$ cat config.mk
export PLATFORM = sky130hd
export DESIGN_NAME = i2c_pin_expander
export DESIGN_NICKNAME = d
export VERILOG_FILES = /design/src/rtl/pex_pkg.sv /design/src/rtl/pex_sync_vec.sv /design/src/rtl/pex_bus_events.sv /design/src/rtl/pex_i2c_target.sv /design/src/rtl/pex_regs.sv /design/src/rtl/i2c_pin_expander.sv
export SDC_FILE = /design/constraint.sdc
export NUM_CORES = 1
export LEC_CHECK = 0
export ABC_AREA = 0
export BUFFER_PORTS_ARGS = -buffer_cell sky130_fd_sc_hd__buf_2
export CAP_MARGIN = 20
export CORE_UTILIZATION = 55
export DETAILED_ROUTE_END_ITERATION = 10
export HOLD_SLACK_MARGIN = 0.06
export PLACE_DENSITY = 0.74
export SYNTH_ARGS = -nofsm -noshare
export SYNTH_HDL_FRONTEND = slang
export SYNTH_HIERARCHICAL = 1
export SYNTH_SLANG_ARGS = --single-unit
$ cat constraint.sdc
create_clock -name clk -period 3.5 [get_ports clk]
set_input_delay 0.7 -clock clk [delete_from_list [all_inputs] [get_ports clk]]
set_output_delay 0.7 -clock clk [all_outputs]
set_load 0.05 [all_outputs]
$ cat src/rtl/pex_pkg.sv
package pex_pkg;

    localparam int REG_W = 8;
    localparam int PTR_W = 2;
    localparam int ADR_W = 7;

    localparam logic [REG_W-1:0] OUT_RST = 8'hFF;
    localparam logic [REG_W-1:0] POL_RST = 8'h00;
    localparam logic [REG_W-1:0] CFG_RST = 8'hFF;

    typedef enum logic [PTR_W-1:0] {
        RSEL_IN  = 2'd0,
        RSEL_OUT = 2'd1,
        RSEL_POL = 2'd2,
        RSEL_CFG = 2'd3
    } rsel_e;

    typedef enum logic [3:0] {
        T_IDLE,
        T_ADDR,
        T_AACK,
        T_CMD,
        T_CACK,
        T_WR,
        T_WACK,
        T_RD,
        T_RACK
    } tstate_e;

    typedef struct packed {
        logic scl_rise;
        logic scl_fall;
        logic start;
        logic stop;
        logic sda;
    } bus_ev_t;

    typedef struct packed {
        logic             en;
        rsel_e            sel;
        logic [REG_W-1:0] data;
    } wr_req_t;

    function automatic logic [ADR_W-1:0] make_addr(input logic [3:0] hi, input logic [2:0] lo);
        return {hi, lo};
    endfunction

endpackage

$ cat src/rtl/pex_sync_vec.sv
module pex_sync_vec #(
    parameter int             W       = 2,
    parameter int             STAGES  = 2,
    parameter bit             USE_RST = 1'b1,
    parameter logic [W-1:0]   RST_VAL = '1
) (
    input  logic         clk,
    input  logic         rst,
    input  logic [W-1:0] d,
    output logic [W-1:0] q
);

    logic [W-1:0] stg [STAGES];

    generate
        if (USE_RST) begin : g_rst
            always_ff @(posedge clk) begin
                if (rst) begin
                    for (int i = 0; i < STAGES; i++) stg[i] <= RST_VAL;
                end else begin
                    stg[0] <= d;
                    for (int i = 1; i < STAGES; i++) stg[i] <= stg[i-1];
                end
            end
        end else begin : g_free
            // pad levels keep flowing during reset so the input register can track them
            logic unused_rst;
            assign unused_rst = rst;
            always_ff @(posedge clk) begin
                stg[0] <= d;
                for (int i = 1; i < STAGES; i++) stg[i] <= stg[i-1];
            end
        end
    endgenerate

    assign q = stg[STAGES-1];

endmodule

$ cat src/rtl/pex_bus_events.sv
module pex_bus_events
    import pex_pkg::*;
(
    input  logic    clk,
    input  logic    rst,
    input  logic    scl_s,
    input  logic    sda_s,
    output bus_ev_t ev
);

    logic scl_q, sda_q;

    always_ff @(posedge clk) begin
        if (rst) begin
            scl_q <= 1'b1;
            sda_q <= 1'b1;
        end else begin
            scl_q <= scl_s;
            sda_q <= sda_s;
        end
    end

    always_comb begin
        ev.scl_rise = scl_s & ~scl_q;
        ev.scl_fall = ~scl_s & scl_q;
        ev.start    = scl_s & scl_q & sda_q & ~sda_s;
        ev.stop     = scl_s & scl_q & ~sda_q & sda_s;
        ev.sda      = sda_s;
    end

endmodule

$ cat src/rtl/pex_i2c_target.sv
module pex_i2c_target
    import pex_pkg::*;
(
    input  logic             clk,
    input  logic             rst,
    input  bus_ev_t          ev,
    input  logic [ADR_W-1:0] own_addr,
    input  logic [REG_W-1:0] rd_data,
    output logic             sda_oe,
    output wr_req_t          wr,
    output rsel_e            ptr,
    output logic             load_rd
);

    localparam int CNT_W = $clog2(REG_W + 1);
    localparam logic [CNT_W-1:0] CNT_FULL = CNT_W'(REG_W);
    localparam logic [CNT_W-1:0] CNT_LAST = CNT_W'(REG_W - 1);

    tstate_e          st;
    logic [CNT_W-1:0] cnt;
    logic [REG_W-1:0] sh;
    logic             rw;
    logic             nack;
    logic             rx_st;
    logic             quiet;

    assign rx_st = (st == T_ADDR) || (st == T_CMD) || (st == T_WR);
    assign quiet = ~ev.start & ~ev.stop;

    // a byte for the master is fetched on the SCL fall that ends an ACK phase
    assign load_rd = ev.scl_fall & quiet &
                     (((st == T_AACK) & rw) | ((st == T_RACK) & ~nack));

    always_ff @(posedge clk) begin
        if (rst) begin
            st      <= T_IDLE;
            cnt     <= '0;
            sh      <= '0;
            rw      <= 1'b0;
            nack    <= 1'b1;
            ptr     <= RSEL_IN;
            sda_oe  <= 1'b0;
            wr      <= '0;
        end else begin
            wr.en <= 1'b0;
            if (ev.stop) begin
                st     <= T_IDLE;
                sda_oe <= 1'b0;
            end else if (ev.start) begin
                st     <= T_ADDR;
                cnt    <= '0;
                sda_oe <= 1'b0;
            end else if (rx_st) begin
                if (ev.scl_rise && cnt != CNT_FULL) begin
                    sh  <= {sh[REG_W-2:0], ev.sda};
                    cnt <= cnt + 1'b1;
                end else if (ev.scl_fall && cnt == CNT_FULL) begin
                    cnt <= '0;
                    if (st == T_ADDR) begin
                        if (sh[REG_W-1:1] == own_addr) begin
                            rw     <= sh[0];
                            sda_oe <= 1'b1;
                            st     <= T_AACK;
                        end else begin
                            st <= T_IDLE;
                        end
                    end else if (st == T_CMD) begin
                        ptr    <= rsel_e'(sh[PTR_W-1:0]);
                        sda_oe <= 1'b1;
                        st     <= T_CACK;
                    end else begin
                        wr.en   <= 1'b1;
                        wr.sel  <= ptr;
                        wr.data <= sh;
                        sda_oe  <= 1'b1;
                        st      <= T_WACK;
                    end
                end
            end else begin
                case (st)
                    T_AACK, T_CACK, T_WACK: begin
                        if (ev.scl_fall) begin
                            cnt <= '0;
                            if (load_rd) begin
                                sh     <= rd_data;
                                sda_oe <= ~rd_data[REG_W-1];
                                st     <= T_RD;
                            end else begin
                                sda_oe <= 1'b0;
                                st     <= (st == T_AACK) ? T_CMD : T_WR;
                            end
                        end
                    end
                    T_RD: begin
                        if (ev.scl_fall) begin
                            if (cnt == CNT_LAST) begin
                                sda_oe <= 1'b0;
                                nack   <= 1'b1;
                                st     <= T_RACK;
                            end else begin
                                sh     <= {sh[REG_W-2:0], 1'b0};
                                sda_oe <= ~sh[REG_W-2];
                                cnt    <= cnt + 1'b1;
                            end
                        end
                    end
                    T_RACK: begin
                        if (ev.scl_rise) begin
                            nack <= ev.sda;
                        end else if (ev.scl_fall) begin
                            cnt <= '0;
                            if (load_rd) begin
                                sh     <= rd_data;
                                sda_oe <= ~rd_data[REG_W-1];
                                st     <= T_RD;
                            end else begin
                                st <= T_IDLE;
                            end
                        end
                    end
                    default: ;
                endcase
            end
        end
    end

endmodule

$ cat src/rtl/pex_regs.sv
module pex_regs
    import pex_pkg::*;
(
    input  logic             clk,
    input  logic             rst,
    input  logic [REG_W-1:0] pin_s,
    input  wr_req_t          wr,
    input  rsel_e            ptr,
    input  logic             load_rd,
    output logic [REG_W-1:0] rd_data,
    output logic [REG_W-1:0] out_q,
    output logic [REG_W-1:0] cfg_q,
    output logic [REG_W-1:0] in_q,
    output logic             irq_n
);

    logic [REG_W-1:0] pol_q;
    logic [REG_W-1:0] moved;

    assign moved = (pin_s ^ in_q) & cfg_q;

    always_ff @(posedge clk) begin
        if (rst) begin
            out_q <= OUT_RST;
            pol_q <= POL_RST;
            cfg_q <= CFG_RST;
            in_q  <= pin_s;
            irq_n <= 1'b1;
        end else begin
            if (wr.en) begin
                case (wr.sel)
                    RSEL_OUT: out_q <= wr.data;
                    RSEL_POL: pol_q <= wr.data;
                    RSEL_CFG: cfg_q <= wr.data;
                    default:  ;
                endcase
            end
            if (load_rd && ptr == RSEL_IN) in_q <= pin_s;
            irq_n <= ~|moved;
        end
    end

    always_comb begin
        case (ptr)
            RSEL_IN:  rd_data = pin_s ^ pol_q;
            RSEL_OUT: rd_data = out_q;
            RSEL_POL: rd_data = pol_q;
            default:  rd_data = cfg_q;
        endcase
    end

endmodule

$ cat src/rtl/i2c_pin_expander.sv
module i2c_pin_expander
    import pex_pkg::*;
#(
    parameter logic [3:0] ADDR_HI     = 4'b0100,
    parameter int         SYNC_STAGES = 2
) (
    input  logic             clk,
    input  logic             rst,
    input  logic             scl_i,
    input  logic             sda_i,
    output logic             sda_oe,
    input  logic [2:0]       addr_sel,
    input  logic [REG_W-1:0] pin_i,
    output logic [REG_W-1:0] pin_o,
    output logic [REG_W-1:0] pin_oe,
    output logic             irq_n
);

    logic [1:0]       bus_s;
    logic [REG_W-1:0] pin_s;
    bus_ev_t          ev;
    wr_req_t          wr_req;
    rsel_e            ptr;
    logic             load_rd;
    logic [REG_W-1:0] rd_data;
    logic [REG_W-1:0] cfg_q;
    logic [REG_W-1:0] in_q;

    // flat views for the bound checker
    logic             wr_en_s;
    logic [PTR_W-1:0] wr_sel_s;
    logic [PTR_W-1:0] ptr_s;
    logic             stop_s;

    pex_sync_vec #(
        .W(2), .STAGES(SYNC_STAGES), .USE_RST(1'b1), .RST_VAL(2'b11)
    ) u_bus_sync (
        .clk(clk), .rst(rst), .d({scl_i, sda_i}), .q(bus_s)
    );

    pex_sync_vec #(
        .W(REG_W), .STAGES(SYNC_STAGES), .USE_RST(1'b0), .RST_VAL('0)
    ) u_pin_sync (
        .clk(clk), .rst(rst), .d(pin_i), .q(pin_s)
    );

    pex_bus_events u_events (
        .clk(clk), .rst(rst), .scl_s(bus_s[1]), .sda_s(bus_s[0]), .ev(ev)
    );

    pex_i2c_target u_target (
        .clk(clk), .rst(rst), .ev(ev),
        .own_addr(make_addr(ADDR_HI, addr_sel)),
        .rd_data(rd_data), .sda_oe(sda_oe), .wr(wr_req),
        .ptr(ptr), .load_rd(load_rd)
    );

    pex_regs u_regs (
        .clk(clk), .rst(rst), .pin_s(pin_s), .wr(wr_req), .ptr(ptr),
        .load_rd(load_rd), .rd_data(rd_data), .out_q(pin_o),
        .cfg_q(cfg_q), .in_q(in_q), .irq_n(irq_n)
    );

    assign pin_oe   = ~cfg_q;
    assign wr_en_s  = wr_req.en;
    assign wr_sel_s = wr_req.sel;
    assign ptr_s    = ptr;
    assign stop_s   = ev.stop;

endmodule

==> results of run 1 <==
-- synthesized netlist by cell type (4+ instances only) --
cell,n,area share
sky130_fd_sc_hd__a21oi_1,21,0.025
sky130_fd_sc_hd__a22oi_1,5,0.0089
sky130_fd_sc_hd__a311oi_2,8,0.028
sky130_fd_sc_hd__a31oi_1,8,0.012
sky130_fd_sc_hd__and2_1,4,0.0059
sky130_fd_sc_hd__and3_1,4,0.0059
sky130_fd_sc_hd__and3b_1,4,0.0083
sky130_fd_sc_hd__buf_2,9,0.011
sky130_fd_sc_hd__buf_4,12,0.021
sky130_fd_sc_hd__buf_6,5,0.013
sky130_fd_sc_hd__clkbuf_1,10,0.0089
sky130_fd_sc_hd__dfxtp_1,79,0.37
sky130_fd_sc_hd__edfxtp_1,8,0.057
sky130_fd_sc_hd__inv_1,14,0.012
sky130_fd_sc_hd__mux2i_1,29,0.068
sky130_fd_sc_hd__nand2_1,74,0.065
sky130_fd_sc_hd__nand3_1,4,0.0047
sky130_fd_sc_hd__nand3b_1,19,0.034
sky130_fd_sc_hd__nor2_1,22,0.019
sky130_fd_sc_hd__nor2b_1,7,0.010
sky130_fd_sc_hd__nor3_1,4,0.0047
sky130_fd_sc_hd__nor4_1,4,0.0059
sky130_fd_sc_hd__o21ai_0,5,0.0059
sky130_fd_sc_hd__or2_1,6,0.0089
sky130_fd_sc_hd__xnor2_1,15,0.031
sky130_fd_sc_hd__xor2_1,8,0.017
-- cells in the final DEF, fill, tap and decap left out, types with 3 or more instances in the layout --
| cell type | n |
|---|---|
| sky130_fd_sc_hd__dfxtp_1 | 79 |
| sky130_fd_sc_hd__nand2_1 | 74 |
| sky130_fd_sc_hd__buf_2 | 32 |
| sky130_fd_sc_hd__mux2i_1 | 29 |
| sky130_fd_sc_hd__nor2_1 | 22 |
| sky130_fd_sc_hd__a21oi_1 | 21 |
| sky130_fd_sc_hd__nand3b_1 | 19 |
| sky130_fd_sc_hd__xnor2_1 | 15 |
| sky130_fd_sc_hd__inv_1 | 14 |
| sky130_fd_sc_hd__clkbuf_8 | 9 |
| sky130_fd_sc_hd__xor2_1 | 8 |
| sky130_fd_sc_hd__edfxtp_1 | 8 |
| sky130_fd_sc_hd__a31oi_1 | 8 |
| sky130_fd_sc_hd__a311oi_2 | 8 |
| sky130_fd_sc_hd__nor2b_1 | 7 |
| sky130_fd_sc_hd__or2_1 | 6 |
| sky130_fd_sc_hd__buf_4 | 5 |
| sky130_fd_sc_hd__a22oi_1 | 5 |
| sky130_fd_sc_hd__o21ai_0 | 5 |
| sky130_fd_sc_hd__and3b_1 | 4 |
| sky130_fd_sc_hd__and3_1 | 4 |
| sky130_fd_sc_hd__nand3_1 | 4 |
| sky130_fd_sc_hd__and2_1 | 4 |
| sky130_fd_sc_hd__conb_1 | 4 |
| sky130_fd_sc_hd__nor4_1 | 4 |
| sky130_fd_sc_hd__nor3_1 | 4 |
| sky130_fd_sc_hd__clkinv_4 | 3 |
| sky130_fd_sc_hd__and2b_2 | 3 |
| sky130_fd_sc_hd__a21o_1 | 3 |
| sky130_fd_sc_hd__o2111ai_1 | 3 |
| sky130_fd_sc_hd__nand2b_1 | 3 |
| sky130_fd_sc_hd__nand4_1 | 3 |
| sky130_fd_sc_hd__o22ai_1 | 3 |
| sky130_fd_sc_hd__o21ai_1 | 3 |
-- per-stage QoR --
stage | std cells | hold WS, ns | power, W
floorplan | 452 | 0.310 | 0.00115
global placement | 551 | 0.310 | 0.00117
detailed placement | 551 | 0.313 | 0.00118
CTS | 567 | 0.336 | 0.00182
global route | 567 | 0.344 | 0.00187
finish | 567 | 0.335 | 0.00179
-- worst reg2reg max path, stage by stage, from the launching register on --
cell,delay (ns)
sky130_fd_sc_hd__dfxtp_1,0.36
sky130_fd_sc_hd__nor2b_1,0.57
sky130_fd_sc_hd__or3b_1,0.46
sky130_fd_sc_hd__or4_1,0.76
sky130_fd_sc_hd__nand2_1,0.17
sky130_fd_sc_hd__a21oi_1,0.07
-- flip-flops by register name, summed over array words and instances, names as in the netlist --
signal and count:
u_target/rw 1, u_regs/in_q 8, u_target/cnt 4, u_regs/out_q 8
u_bus_sync/stg 4, u_regs/irq_n 1, u_regs/pol_q 8, u_target/nack 1
u_target/sh 8, u_target/ptr 2, u_pin_sync/stg 16, u_target/sda_oe 1
u_events/scl_q 1, u_regs/cfg_q 8, u_target/st 4, u_events/sda_q 1
u_target/wr 11
-- area by class of cell --
cell class                      count  area [µm²]  share of cell area
Multi-Input combinational cell    314        2130               0.472
Sequential cell                    87        1820               0.405
Timing Repair Buffer               37         198              0.0439
Clock buffer                       10         128              0.0283
Tap cell                           99         124              0.0275
Clock inverter                      6        53.8              0.0119
Inverter                           14        52.6              0.0117
-- kinds of logic after synthesis --
| logic type | count (synthesis) | share of synthesized area |
|---|---|---|
| flops | 87 | 0.429 |
| fa+ha+maj | 2 | 0.00590 |
| compound gates | 76 | 0.136 |
| mux | 29 | 0.0684 |
| xor+xnor | 23 | 0.0475 |
| buf+inv | 51 | 0.0711 |
| other cells | 2 | 0.00177 |
| simple gates | 180 | 0.240 |
-- metal layers --
layer,vias to the layer above,track usage
li1,1584,-
met3,12,0.0415
met2,105,0.394
met4,0,0.0751
met5,-,0
met1,1605,0.333
-- path summary, 6_finish.rpt --
check	startpoint	slack (ns)	to
max reg2reg	u_events/scl_q$_SDFF_PP1_	1.00	u_target/wr[5]$_SDFFE_PP0P_
min reg2reg	u_pin_sync/stg[0][1]$_DFF_P_	0.34	u_pin_sync/stg[0][9]$_DFF_P_
max	u_events/scl_q$_SDFF_PP1_	1.00	u_target/wr[5]$_SDFFE_PP0P_
min	u_pin_sync/stg[0][1]$_DFF_P_	0.34	u_pin_sync/stg[0][9]$_DFF_P_
-- power by group --
| group | internal (W) | switching [W] |
|---|---|---|
| sequential | 0.00102 | 0.0000134 |
| combinational | 0.0000454 | 0.0000708 |
| clock | 0.000269 | 0.000370 |
| total | 0.00134 | 0.000455 |
==> out/summary.md, run 1 <==
Type of the tightest min-delay check: reg -> reg. The tools report the initial standard-cell utilization of the core as 0.576. The post-route fraction of the period consumed by the critical path came out at 0.714.

The logs give 2.72 ns for the data arrival time of the critical path and 277 for the number of violations reported at the end of detailed-routing iteration 0. The total grt overflow is 0. The number of synthesized flops with an enable pin was 8. STA classifies the critical path startpoint as a flop. The die is 89.8 µm wide.

Setup repair after global routing left no endpoint under its margin. Sequential fraction of the synthesis area: 0.429. The slowest stage of the critical path is the sky130_fd_sc_hd__or4_1 cell. The number of buffers inserted by hold repair at cts is 0. Grouping stages by cell kind, the critical path spends the most delay in simple AND/OR/NAND/NOR gates. Count of nets left with antenna violations after detail routing: 0.

The count of buffering cells on the critical path with inverters included was 0. The fmax was 0.400 GHz. The total of warnings raised by yosys was 6; the number of endpoints failing setup at the final stage was 0. Reported max-cap violation count: 0. Highest cell delay on the worst timing path: 0.76 ns.

TritonCTS built the clock tree. The instance count on the critical path was 5; the hold violation total from the final report was 0. After detailed routing, the number of remaining DRC violations is 0. Clock net sink count: 87. The initialized floorplan defines 31 standard-cell rows. Proportion of layout cells with a drive suffix above 1: 0.167. The tools report the worst clock skew as 0.00908 ns. The full die area is 0.00807 mm².

The analysis attributes to cell leakage a power of 1.84 nW. At the worst endpoint, the required time is 3.73 ns. The power per unit of standard cell area works out to 398 mW/mm².

Routability-driven placement finished with a final weighted congestion of 0.881. The initial antenna violation count is 0. Dividing the detail-routed wire length by the instance count gives 16.3 µm.

The mapped netlist covers 0.00424 mm². The capturing element type of the critical path is a flop. The fill cell instance count of the final layout came out at 665. For the diode insertion count for antenna repair, the log shows 0.

Counting every instance in the synthesized netlist gives 450. The setup path with the least slack is of type reg -> reg. Relative to the synthesized area, the layout overhead comes to 6.17%. Summing all placed instances gives a cell area of 0.00432 mm². For the overall routing resource usage, the log shows 0.243. In the synthesized netlist the dominant register cell turns out to be sky130_fd_sc_hd__dfxtp_1. The worst path meets setup with 1.00 ns of slack. The transition time of the tightest slew-check pin was 0.792 ns; the number of global-route vias before repair was 3192.

After detailed routing, the number of vias per cell comes to 5.83. The cell depth of the worst min-delay path was 0; the fraction of synthesis flops using an asynchronous set or reset pin was 0. The net count of the finished layout came out at 480. For the worst-case setup slack after placement, the log shows 1.03 ns.

For the detailed-route via count, the log shows 3306. The run gives 0.00737 mm² as the area inside the core boundary. The finished layout cell area is 0.00450 mm², and the sum of met2 wire segment lengths after detailed routing is 4260 µm. The run gives 0.000263 V as the peak supply drop. After layout, the minimum clock period comes to 2.50 ns. The synthesized area per cell came out at 9.43 µm². The run gives 462 µm as the total met3 wirelength after detailed routing. The boundary pin count was 33; the final core utilization was 0.611. The synthesized design contains 87 register bits. The pin count of the biggest net entering global routing was 44. The clock-pin slew on the worst setup and hold paths works out to 0.09 ns.

Yosys mapped the design onto 69 distinct sky130hd cell types. Gates resized during post-CTS repair numbered 0. Clock insertion delay at the later pin of the skew report: 0.35 ns.

Detailed placement ended at an HPWL of 6410 µm. In this run the worst path has a maximum fanout of 11. The largest buffer count on any clock path is 2.

The run gives 4410 µm as the sum of routed wire segments on met1. The signal on the critical path passes through nor2b_1 -> or3b_1 -> or4_1 -> nand2_1 -> a21oi_1. For the total CTS buffers, the log shows 9. Final count of pins violating max slew: 0.

The first TritonRoute pass finished after 5 iterations. The H-tree generated during clock tree synthesis spans 3 levels. The number of cell instances on the worst register-to-register path came out at 5. For the final routed database, the setup TNS stands at 0 ns. The tools report the clock tree root driver cell as sky130_fd_sc_hd__clkbuf_8. During placement, the flow inserted port buffers numbering 32. The relative slew slack came out at 0.471.

The flow ran to the end, and the final reports show no timing, DRC or antenna violations. Buffers added to address setup during post-CTS repair amount to 0. Signal routing reaches up to met4. The wire length of the first global-routing pass came out at 15700 µm. In this run the vertical extent of the chip is 89.8 µm.

Wires add up to 9240 µm.
Power figures use the tool's default switching activity.
==> run 2: changes to the inputs <==
--- a/config.mk
+++ b/config.mk
@@ -5,7 +5,7 @@
 export SDC_FILE = /design/constraint.sdc
 export NUM_CORES = 1
 export LEC_CHECK = 0
-export ABC_AREA = 0
+export ABC_AREA = 1
 export BUFFER_PORTS_ARGS = -buffer_cell sky130_fd_sc_hd__buf_2
 export CAP_MARGIN = 20
 export CORE_UTILIZATION = 55
==> constraint.sdc (replaced) <==
create_clock -name clk -period 2.48 [get_ports clk]
set_input_delay 0.496 -clock clk [delete_from_list [all_inputs] [get_ports clk]]
set_output_delay 0.496 -clock clk [all_outputs]
set_load 0.05 [all_outputs]
==> run 2 against run 1 <==
Compared with the run above: clock skew up 0.0060 ns; final cell count increased by 33%; non-clock buffer count down 4; sequential power increased by 53%; count of clock-buffer cells in the layout up 2; combinational power grew to 7.1 times the previous value; synthesized cell count rose by 39%; critical path type unchanged; largest power group unchanged.
==> out/summary.md, run 2 <==
The run finished with clean final reports. The tools report the net count of the finished layout as 667 (+39%). The critical path is of the reg -> reg type.

The register with the most flip-flops in the final layout is u_pin_sync/stg. The synthesized cell area is 0.00426 mm² (+0.50%), and the required time of the critical path is 2.77 ns (-0.96 ns). The number of violations reported at the end of detailed-routing iteration 0 came out at 211 (-24%).

The dominant cell type by area after synthesis is sky130_fd_sc_hd__dfxtp_1. The total net switching power is 0.00115 W (+150%), and the net switching share of the total power is 0.321 (+0.0676). The highest cell delay on the worst timing path works out to 0.50 ns (-0.26 ns).

The largest buffer count on any clock path was 2 (unchanged). The power share of the combinational group is 0.230 (+0.165), and the sequential fraction of the synthesis area is 0.427 (-0.00214). The transition time of the tightest slew-check pin was 0.638 ns (-0.153 ns).

The detailed-route via count is 3853 (+17%). The tools report the post-DP HPWL as 7040 µm (+9.7%). In the final layout, the registers with the most flip-flops are u_pin_sync/stg x16, u_target/wr x11.

The power per unit of standard cell area was 770 mW/mm² (+93%). The most instantiated library cell after synthesis was sky130_fd_sc_hd__nand2_1. The worst clock skew is 0.0150 ns (+0.00597 ns). The relative contribution of sequential cells to total power is 0.445 (-0.134), and the fraction of synthesis flops using an asynchronous set or reset pin is 0 (unchanged). The logs give 0.895 (+1.6%) for the final weighted congestion of routability-driven global placement and 0 (unchanged) for the count of nets left with antenna violations after detail routing. The post-CTS setup repair buffer count is 0 (unchanged). The run gives 0.578 (+0.00289) as the initial standard-cell utilization of the core. Leakage component of the power: 2.34 nW (+27%). Hold violation total from the final report: 0 (unchanged). Flip-flop count of the largest register after layout: 16 (unchanged). The tools report the kind of launch point of the worst setup path as a flop. The reported max-cap violation count is 0 (unchanged).

The final count of pins violating max slew is 0 (unchanged), and the peak fanout along the critical path is 19 (+8). The logs give 0.00811 mm² (+0.49%) for the full die area and 0 (unchanged) for the post-cts resize count. The number of endpoints failing setup at the final stage is 0 (unchanged), and the number of synthesized flops with an enable pin is 8 (unchanged). The signed area change from the synthesized netlist to the final layout is 9.22%. Among all stages on the critical path, the largest delay is contributed by sky130_fd_sc_hd__nor2_2. The count of standard-cell rows is 31 (unchanged), and the overall routing resource usage is 0.247 (+0.00344).

The height of the die was 90.0 µm (+0.24%); the wire length per cell after detailed routing was 12.7 µm (-22%). The total grt overflow came out at 0 (unchanged). Detailed-routing iteration count for the pre-antenna-repair pass: 4 (-1).

For the pin count of the biggest net entering global routing, the log shows 26 (-41%). The portion of total power attributed to the clock network came out at 0.325 (-0.032). The run gives 6 (unchanged) as the total of warnings raised by yosys. Most common cell after layout, fill and taps aside: sky130_fd_sc_hd__nand2_1.

The clock period minus worst slack came out at 2.20 ns (-0.293 ns). The synthesized area per cell is 6.82 µm² (-28%). The critical path goes through inv_1 -> nor2_1 -> nand4_1 -> nor2_2 -> inv_1 -> nor2_2 -> o21ai_0 -> a21oi_1.

The number of storage elements in the synthesis netlist came out at 87 (unchanged). The H-tree depth reported by CTS was 3 (unchanged); the accumulated negative setup slack was 0 ns (unchanged). For the boundary pin count, the log shows 33 (unchanged). Initial antenna violation count: 0 (unchanged). The kind of cell with the highest combined delay along the critical path is simple AND/OR/NAND/NOR gates. The instance count of the mapped netlist was 625 (+39%); the die outline width was 90.0 µm (+0.24%).

The tree is rooted in a sky130_fd_sc_hd__clkbuf_8. The tools report the relative slew slack as 0.574 (+0.102). Area after detailed placement: 0.00441 mm² (+2.1%). The tools report the total CTS buffers as 9 (unchanged). TritonCTS built the clock tree. The logs give 16000 µm (+2.2%) for the wire length of the first global-routing pass and 31 (-55%) for the unique cell type count in the Yosys netlist. The average via count per standard cell came out at 5.11 (-12%).

The design internal power came out at 0.00243 W (+82%). In the layout the commonest cells are 177 x sky130_fd_sc_hd__nand2_1, 79 x sky130_fd_sc_hd__dfxtp_1, 78 x sky130_fd_sc_hd__inv_1. For this run, the leading register cell type out of synthesis is sky130_fd_sc_hd__dfxtp_1.

The tools report the capturing element type of the critical path as a flop. The finished layout cell area is 0.00466 mm² (+3.4%), and the port buffer count is 32 (unchanged). The wire length after detailed routing is 9560 µm (+3.4%). The peak supply drop is 0.000476 V (+81%), and the fmax is 0.454 GHz (+13%). The number of buffers inserted by hold repair at cts is 0 (unchanged), and the area inside the core boundary is 0.00737 mm² (unchanged). The proportion of layout cells with a drive suffix above 1 is 0.133 (-0.0338), and the data arrival time of the critical path is 2.49 ns (-0.23 ns).

Setup repair after global routing left no endpoint under its margin. The type of the tightest min-delay check was in -> reg. The area share of the largest cell type after synthesis works out to 0.371 (-0.00186).

By count the netlist is led by 177 x sky130_fd_sc_hd__nand2_1, 79 x sky130_fd_sc_hd__dfxtp_1, 78 x sky130_fd_sc_hd__inv_1. The post-route fraction of the period consumed by the critical path works out to 0.889 (+0.175). The clock net sink count is 87 (unchanged). The tools report the count of unresolved DRC violations after routing as 0 (unchanged).

After synthesis, the cell types taking the most area are sky130_fd_sc_hd__dfxtp_1 37%, sky130_fd_sc_hd__nand2_1 16%, sky130_fd_sc_hd__nand3_1 7.5%, sky130_fd_sc_hd__inv_1 6.9%, sky130_fd_sc_hd__nor2_1 6.2%. The count of buffering cells on the critical path with inverters included was 2 (+2). The number of global-route vias before repair was 3480 (+9.0%). The clock-pin slew on the worst setup and hold paths works out to 0.10 ns (about the same). Diode insertion count for antenna repair: 0 (unchanged). The tools report the clock insertion delay at the later pin of the skew report as 0.37 ns (+0.02 ns).
## run 2: cell types whose count changed in the layout (fill, tap and decap cells not counted), moves of 7 or more
cell,before,now
sky130_fd_sc_hd__o21ai_0,5,32
sky130_fd_sc_hd__inv_1,14,78
sky130_fd_sc_hd__mux2i_1,29,0
sky130_fd_sc_hd__nand3_1,4,64
sky130_fd_sc_hd__inv_2,0,12
sky130_fd_sc_hd__a311oi_2,8,0
sky130_fd_sc_hd__a31oi_1,8,0
sky130_fd_sc_hd__xnor2_1,15,3
sky130_fd_sc_hd__nor2b_1,7,0
sky130_fd_sc_hd__nor2_2,1,10
sky130_fd_sc_hd__nand2_1,74,177
sky130_fd_sc_hd__nand3b_1,19,0
sky130_fd_sc_hd__nor2_1,22,70
sky130_fd_sc_hd__nand4_1,3,14
## run 2: routing by layer
| layer | track usage | up-vias | share of wire |
|---|---|---|---|
| met5 | 0 | - | 0 |
| met4 | 0.0833 | 0 | 0.015 |
| met3 | 0.0584 | 14 | 0.042 |
| met2 | 0.407 | 82 | 0.47 |
| met1 | 0.317 | 1761 | 0.47 |
| li1 | - | 1996 | - |
## run 2: area by class of cell
class	count	area, µm²
fillers	686	2710
clock inverters	4	76.3
flip-flops and latches	87	1820
inverters	90	338
well taps	99	124
repair buffers	33	168
clock buffers	12	166
multi-input cells	429	1960
## run 2: stage by stage
stage          instances  total power (W)   util  hold slack [ns]  setup WS, ns
2_1_floorplan        628          0.00230      -            0.310         0.720
3_3_place_gp         738          0.00242  0.599            0.310         0.512
3_5_place_dp         738          0.00244  0.599            0.313         0.390
4_1_cts              754          0.00360  0.632            0.210         0.337
5_1_grt              754          0.00380  0.632            0.200         0.103
6_report             754          0.00358  0.632            0.217         0.275
## run 2: logic make-up (layout without fill, tap and decap cells)
kind of cell,Yosys count,count (layout),synth area share
simple gates,350,350,0.357
other cells,2,5,0.00176
buf+inv,112,139,0.115
xor+xnor,5,5,0.0103
flops,87,87,0.427
fa+ha+maj,2,2,0.00587
compound gates,67,67,0.0822
## run 2: worst paths after layout
check                                  endpoint                    startpoint  depth (start not counted)  slack (ns)
setup / recovery    u_target/wr[5]$_SDFFE_PP0P_     u_events/scl_q$_SDFF_PP1_                          8        0.28
hold / removal     u_pin_sync/stg[0][5]$_DFF_P_                      pin_i[5]                          1        0.22
setup reg to reg    u_target/wr[5]$_SDFFE_PP0P_     u_events/scl_q$_SDFF_PP1_                          8        0.28
hold reg to reg   u_pin_sync/stg[0][10]$_DFF_P_  u_pin_sync/stg[0][2]$_DFF_P_                          0        0.33
## run 2: power by group through the flow
stage	registers [W]	clock network, W	logic, W
floorplan	0.00162	0	0.000675
global placement	0.00162	0	0.000800
detailed placement	0.00163	0	0.000812
CTS	0.00159	0.00119	0.000815
global route	0.00161	0.00123	0.000953
finish	0.00159	0.00117	0.000824
## run 2: worst register-to-register path: cells and delay by family, from the launching register on
| kind | cells | cell delay (ns) |
|---|---|---|
| flops | 1 | 0.38 |
| compound gates | 2 | 0.39 |
| simple gates | 4 | 1.23 |
| buf+inv | 2 | 0.14 |
